### config.mk
export PLATFORM = sky130hd
export DESIGN_NAME = ovsf_code_gen
export DESIGN_NICKNAME = d
export VERILOG_FILES = /design/src/rtl/ovsf_pkg.sv /design/src/rtl/ovsf_cfg_shadow.sv /design/src/rtl/ovsf_chip_counter.sv /design/src/rtl/ovsf_chip_xor.sv /design/src/rtl/ovsf_code_gen.sv
export SDC_FILE = /design/constraint.sdc
export NUM_CORES = 1
export LEC_CHECK = 0
export ABC_AREA = 1
export BUFFER_PORTS_ARGS = -buffer_cell sky130_fd_sc_hd__buf_2
export CAP_MARGIN = 15
export CORE_MARGIN = 2
export CORE_UTILIZATION = 45
export DETAILED_ROUTE_END_ITERATION = 10
export SYNTH_ARGS = -nofsm -noshare
export SYNTH_HDL_FRONTEND = slang
export SYNTH_SLANG_ARGS = --single-unit
export TNS_END_PERCENT = 1
### constraint.sdc
create_clock -name clk -period 3.3 [get_ports clk]
set_input_delay 0.66 -clock clk [delete_from_list [all_inputs] [get_ports clk]]
set_output_delay 0.66 -clock clk [all_outputs]
set_load 0.05 [all_outputs]
### src/rtl/ovsf_pkg.sv
// Package: shared helpers for the OVSF code generator.
// Assumes integer arguments are small (spreading-factor exponents).
package ovsf_pkg;

    // Limit a requested spreading-factor exponent to the supported range.
    function automatic int clamp_log2(input int req, input int lo, input int hi);
        if (req < lo) begin
            return lo;
        end
        if (req > hi) begin
            return hi;
        end
        return req;
    endfunction

endpackage

### src/rtl/ovsf_cfg_shadow.sv
// Module: ovsf_cfg_shadow
// Holds the code configuration that is in use. A requested spreading-factor
// exponent is clamped into [LOG2_MIN, LOG2_MAX] and captured together with the
// code index only when load is high (a restart or a period boundary).
// Assumes load is a single-cycle qualified event from the top level.
module ovsf_cfg_shadow #(
    parameter int LOG2_MIN = 2,
    parameter int LOG2_MAX = 9,
    parameter int SFW      = $clog2(LOG2_MAX + 1)
) (
    input  logic                clk,
    input  logic                rst_n,
    input  logic                load,
    input  logic [SFW-1:0]      sf_req,
    input  logic [LOG2_MAX-1:0] idx_req,
    output logic [SFW-1:0]      sf_act,
    output logic [LOG2_MAX-1:0] idx_act
);
    import ovsf_pkg::*;

    logic [SFW-1:0] sf_clamped;

    // Clamp the requested exponent into the supported range.
    always_comb begin
        sf_clamped = SFW'(clamp_log2(int'(sf_req), LOG2_MIN, LOG2_MAX));
    end

    // Capture the configuration on a restart or at a period boundary.
    always_ff @(posedge clk) begin
        if (!rst_n) begin
            sf_act  <= SFW'(LOG2_MIN);
            idx_act <= '0;
        end else if (load) begin
            sf_act  <= sf_clamped;
            idx_act <= idx_req;
        end
    end

endmodule

### src/rtl/ovsf_chip_counter.sv
// Module: ovsf_chip_counter
// Chip position counter for one code period of 2^sf_act chips. It clears on
// clr, steps on adv and wraps after the last position. It also drives a lane
// mask that marks the counter bits belonging to the active length.
// Assumes sf_act stays constant within a period.
module ovsf_chip_counter #(
    parameter int LOG2_MAX = 9,
    parameter int SFW      = $clog2(LOG2_MAX + 1)
) (
    input  logic                clk,
    input  logic                rst_n,
    input  logic                clr,
    input  logic                adv,
    input  logic [SFW-1:0]      sf_act,
    output logic [LOG2_MAX-1:0] cnt,
    output logic [LOG2_MAX-1:0] lane_mask,
    output logic                last
);

    // One mask bit per counter bit that lies below the active exponent.
    for (genvar k = 0; k < LOG2_MAX; k++) begin : g_lane
        assign lane_mask[k] = (k < int'(sf_act));
    end

    // The last position has every active counter bit set.
    assign last = (cnt == lane_mask);

    // Clear on restart, step on each chip, wrap after the last chip.
    always_ff @(posedge clk) begin
        if (!rst_n) begin
            cnt <= '0;
        end else if (clr) begin
            cnt <= '0;
        end else if (adv) begin
            if (last) begin
                cnt <= '0;
            end else begin
                cnt <= cnt + 1'b1;
            end
        end
    end

endmodule

### src/rtl/ovsf_chip_xor.sv
// Module: ovsf_chip_xor
// Combinational chip former. The code index is bit-reversed over the active
// length L, so counter bit k pairs with index bit L-1-k. Only pairs whose
// counter bit is set take part in the parity. Index bits at L and above are
// never selected. Assumes lane_mask marks exactly the low L bits.
module ovsf_chip_xor #(
    parameter int LOG2_MAX = 9,
    parameter int SFW      = $clog2(LOG2_MAX + 1)
) (
    input  logic [SFW-1:0]      sf_act,
    input  logic [LOG2_MAX-1:0] cnt,
    input  logic [LOG2_MAX-1:0] idx,
    input  logic [LOG2_MAX-1:0] lane_mask,
    output logic                chip
);

    logic [LOG2_MAX-1:0] idx_rev;
    logic [LOG2_MAX-1:0] gated;

    // Reverse the active index bits against the counter lanes.
    always_comb begin
        idx_rev = '0;
        for (int k = 0; k < LOG2_MAX; k++) begin
            for (int j = 0; j < LOG2_MAX; j++) begin
                if ((k < int'(sf_act)) && (j == int'(sf_act) - 1 - k)) begin
                    idx_rev[k] = idx[j];
                end
            end
        end
    end

    // Keep only active lanes whose counter bit selects the index bit.
    for (genvar k = 0; k < LOG2_MAX; k++) begin : g_gate
        assign gated[k] = cnt[k] & lane_mask[k] & idx_rev[k];
    end

    assign chip = ^gated;

endmodule

### src/rtl/ovsf_code_gen.sv
// Module: ovsf_code_gen (top)
// OVSF channelization code generator. start loads the configuration and
// restarts the period. Each later chip_en yields one registered chip with its
// valid flag. The configuration reloads on the cycle that emits the last chip
// of a period. Assumes chip_en is a one-cycle chip-rate strobe or held high.
module ovsf_code_gen #(
    parameter int LOG2_MIN = 2,
    parameter int LOG2_MAX = 9,
    parameter int SFW      = $clog2(LOG2_MAX + 1)
) (
    input  logic                clk,
    input  logic                rst_n,
    input  logic                start,
    input  logic                chip_en,
    input  logic [SFW-1:0]      sf_log2,
    input  logic [LOG2_MAX-1:0] code_idx,
    output logic                chip_bit,
    output logic                chip_vld,
    output logic                period_end
);

    logic                running;
    logic                fire;
    logic                reload;
    logic [SFW-1:0]      sf_act;
    logic [LOG2_MAX-1:0] idx_act;
    logic [LOG2_MAX-1:0] cnt;
    logic [LOG2_MAX-1:0] lane_mask;
    logic                last;
    logic                chip_now;

    assign fire   = running & chip_en & ~start;
    assign reload = start | (fire & last);

    ovsf_cfg_shadow #(
        .LOG2_MIN (LOG2_MIN),
        .LOG2_MAX (LOG2_MAX),
        .SFW      (SFW)
    ) cfg_i (
        .clk     (clk),
        .rst_n   (rst_n),
        .load    (reload),
        .sf_req  (sf_log2),
        .idx_req (code_idx),
        .sf_act  (sf_act),
        .idx_act (idx_act)
    );

    ovsf_chip_counter #(
        .LOG2_MAX (LOG2_MAX),
        .SFW      (SFW)
    ) cnt_i (
        .clk       (clk),
        .rst_n     (rst_n),
        .clr       (start),
        .adv       (fire),
        .sf_act    (sf_act),
        .cnt       (cnt),
        .lane_mask (lane_mask),
        .last      (last)
    );

    ovsf_chip_xor #(
        .LOG2_MAX (LOG2_MAX),
        .SFW      (SFW)
    ) xor_i (
        .sf_act    (sf_act),
        .cnt       (cnt),
        .idx       (idx_act),
        .lane_mask (lane_mask),
        .chip      (chip_now)
    );

    // Remember that a start has been seen; chips flow only after it.
    always_ff @(posedge clk) begin
        if (!rst_n) begin
            running <= 1'b0;
        end else if (start) begin
            running <= 1'b1;
        end
    end

    // Register the chip, its valid flag and the end-of-period marker.
    always_ff @(posedge clk) begin
        if (!rst_n) begin
            chip_bit   <= 1'b0;
            chip_vld   <= 1'b0;
            period_end <= 1'b0;
        end else begin
            chip_vld   <= fire;
            chip_bit   <= fire & chip_now;
            period_end <= fire & last;
        end
    end

endmodule

==> results.yml <==
sta:
  fin_crit_sh_pct: 88.7
  fin_tns_setup_ns: 0
  finClkSkew_ns: 0.00395
  finalCriticalPeriod_ns: 2.93
  setup_viol: 0
  max_freq_ghz: 0.341
  slew_viol_final: 0
  worstMarginPinSlew_ns: 0.495
  hold_viol_final: 0
  rsz0062_at_grt: "false"
  slew_headroom_pct: 66.9
detailed_routing:
  wl_per_cell_um: 13.9
  drt-total-wl_um: 8090
  drc_errors: 0
  drt_iter0_markers: 257
  via_per_inst: 5.24
  dr.pass1.iters: 5
  num_vias: 3052
  ant_nets: 0
cells_and_area:
  fin_nets: 548
  drive_above_1_share_pct: 11.6
  area_growth_pct: 9.60
  fin_cells: 582
  diodes: 0
place:
  gp_congestion: 0.948
  dpl.hpwl_um: 6540
  io_buffers: 19
  dp_cells: 578
status:
  status: "complete, no violations"
logic_synthesis:
  netlist.area_leader.share_pct: 19.6
  synthArstFlopShare_pct: 0
  synthCells: 485
  synth_seq_cells: 26
  synthTopCellsByArea: "nand2_1 (20%), dfxtp_1 (18%), ha_1 (10%)"
  synth.avg_cell_area_um2: 5.80
  yosysUniqueCellTypes: 34
  synth_edf_count: 0
  synth_ff_type: "dfxtp_1"
  synth_warnings: 0
  synth_area_leader_cell: "nand2_1"
  synth_area_mm2: 0.00282
  synth.most_common_cell: "nand2_1"
  syn_nets: 525
  ys_seq_area_share_pct: 18.5
  ys_top_cells_by_count: "nand2_1 (147), inv_1 (70), nor2_1 (52)"
floorplan:
  start_util_pct: 47.0
  rows: 28
  die_area_mm2: 0.00690
  die_w_um: 83.1
  core_mm2: 0.00599
  die_h_um: 83.1
  pin_count: 20
setup_path:
  crit_start: "cfg_i.sf_act[1]"
  reg2reg_depth: 19
  cp-start-kind: "flip-flop"
  critPathCaptureType: "flip-flop"
  worst-path-max-fanout: 6
  r2r_start: "cfg_i.sf_act[1]"
  crit_arrival_ns: 3.14
  critical_path_class: "flip-flop to flip-flop"
  worstPathRequired_ns: 3.51
pwr:
  power_density_mw_per_mm2: 300
  irDropWorstVdd_uv: 259
  p_leak_nw: 1.62
clocking:
  cts.clk_slew.worst_paths_ns: 0.09
  cts_max_level: 1
  cts_buffers: 3
  clockBufferDepth: 2
  tritoncts: "done"
  cts_sinks: 26
  cts_hold_buf: 0
  ctsRootBufferMaster: "clkbuf_8"
  worstSkewPairLatency_ns: 0.27
  post-cts-setup-buffer-count: 0
grt:
  use_met1_pct: 33.4
  grt_util_met3_pct: 2.29
  grtUsageMet2_pct: 39.1
  grt_use_total_pct: 23.8
  grt_pass1_vias: 2844
  grt_pass1_wl_um: 13700
  grt_max_degree: 15
  busiest_layer: "met2"
  grt_overflow_total: 0
  antenna_found_initial: 0
run:
  cap_violations: 0
worst_hold_path:
  min_from: "running"
  min_path_cells: 2
  min_path_type: "flip-flop to flip-flop"
cell families (layout without fill, tap and decap cells):
logic type / count (synthesis) / after routing / share of synthesized area [%]
compound gates: 69 / 69 / 13.4
xor+xnor: 1 / 1 / 0.311
fa+ha+maj: 23 / 23 / 10.2
buf+inv: 86 / 108 / 12.4
flops: 26 / 26 / 18.5
simple gates: 280 / 280 / 45.2
routing by layer:
metal / vias to the layer above / part of all wire [%]
met2: 97 / 44
met4: 0 / 1.7
met5: - / 0
met1: 1348 / 49
met3: 17 / 4.8
li1: 1590 / -
flip-flops by register name (all words and copies together) (netlist names):
register,cells
cnt_i.cnt,9
cfg_i.sf_act,4
chip_bit,1
cfg_i.idx_act,9
period_end,1
chip_vld,1
running,1
repair_timing:
| item | 4_1_cts | 5_1_grt |
|---|---|---|
| endpoints found under the hold margin | 0 | 0 |
| gates resized for setup | 0 | 2 |
| endpoints found under the setup margin | 0 | 1 |
critical path, cell delays in order, from the launching register on:
cell and delay [ns]:
dfxtp_1 0.34, inv_1 0.09, ha_2 0.24, buf_4 0.17, nor2_1 0.39, nor2_4 0.14, ha_1 0.27, a21oi_1 0.17
a21oi_1 0.09, nand2_1 0.09, nand3_1 0.08, nor2_1 0.11, nand2_1 0.07, nand2_1 0.07, nand2_1 0.04, nand2_1 0.06
nand3_1 0.10, nand3_1 0.12, nand3_1 0.10, a21oi_2 0.13
metrics by stage:
step	area (um^2)	util [%]	hold WS (ns)	power, mW	setup WS, ns
floorplan	2820	-	0.438	0.617	0.641
global placement	3020	50.5	0.451	0.716	0.381
detailed placement	3020	50.5	0.465	0.718	0.324
CTS	3080	51.4	0.487	0.920	0.299
global route	3090	51.5	0.531	0.993	0.0101
finish	3090	51.5	0.481	0.925	0.372
final timing paths:
kind | to | slack (ns)
min reg2reg | running | 0.48
max reg2reg | chip_bit | 0.37
max | chip_bit | 0.37
min | running | 0.48
layout by cell type (no fill, tap or decap), drive strengths merged:
master	synthesis	final
nand2	155	155
inv	75	75
nor2	58	58
nand3	48	48
a21oi	33	33
buf	8	29
o21ai	27	27
dfxtp	26	26
ha	23	23
nor3	6	6
o211ai	4	4
nor3b	4	4
nand4	4	4
clkbuf	3	4
nor4	2	2
and3	2	2
a211oi	2	2
a22oi	1	1
o21bai	1	1
nand3b	1	1
a32oi	1	1
xnor2	1	1
area by class of cell:
class | instances | area [um^2]
Clock buffer | 4 | 55.1
Timing Repair Buffer | 29 | 183
Inverter | 75 | 282
Sequential cell | 26 | 520
Multi-Input combinational cell | 373 | 1950
Fill cell | 644 | 2910
Tap cell | 75 | 93.8
report_power, final:
| part | leakage, nW | switching [mW] | internal [mW] |
|---|---|---|---|
| registers | 0.213 | 0.0211 | 0.326 |
| logic | 1.38 | 0.250 | 0.124 |
| clock network | 0.0288 | 0.0970 | 0.107 |
Note: power is estimated with default switching activity, not from simulation.
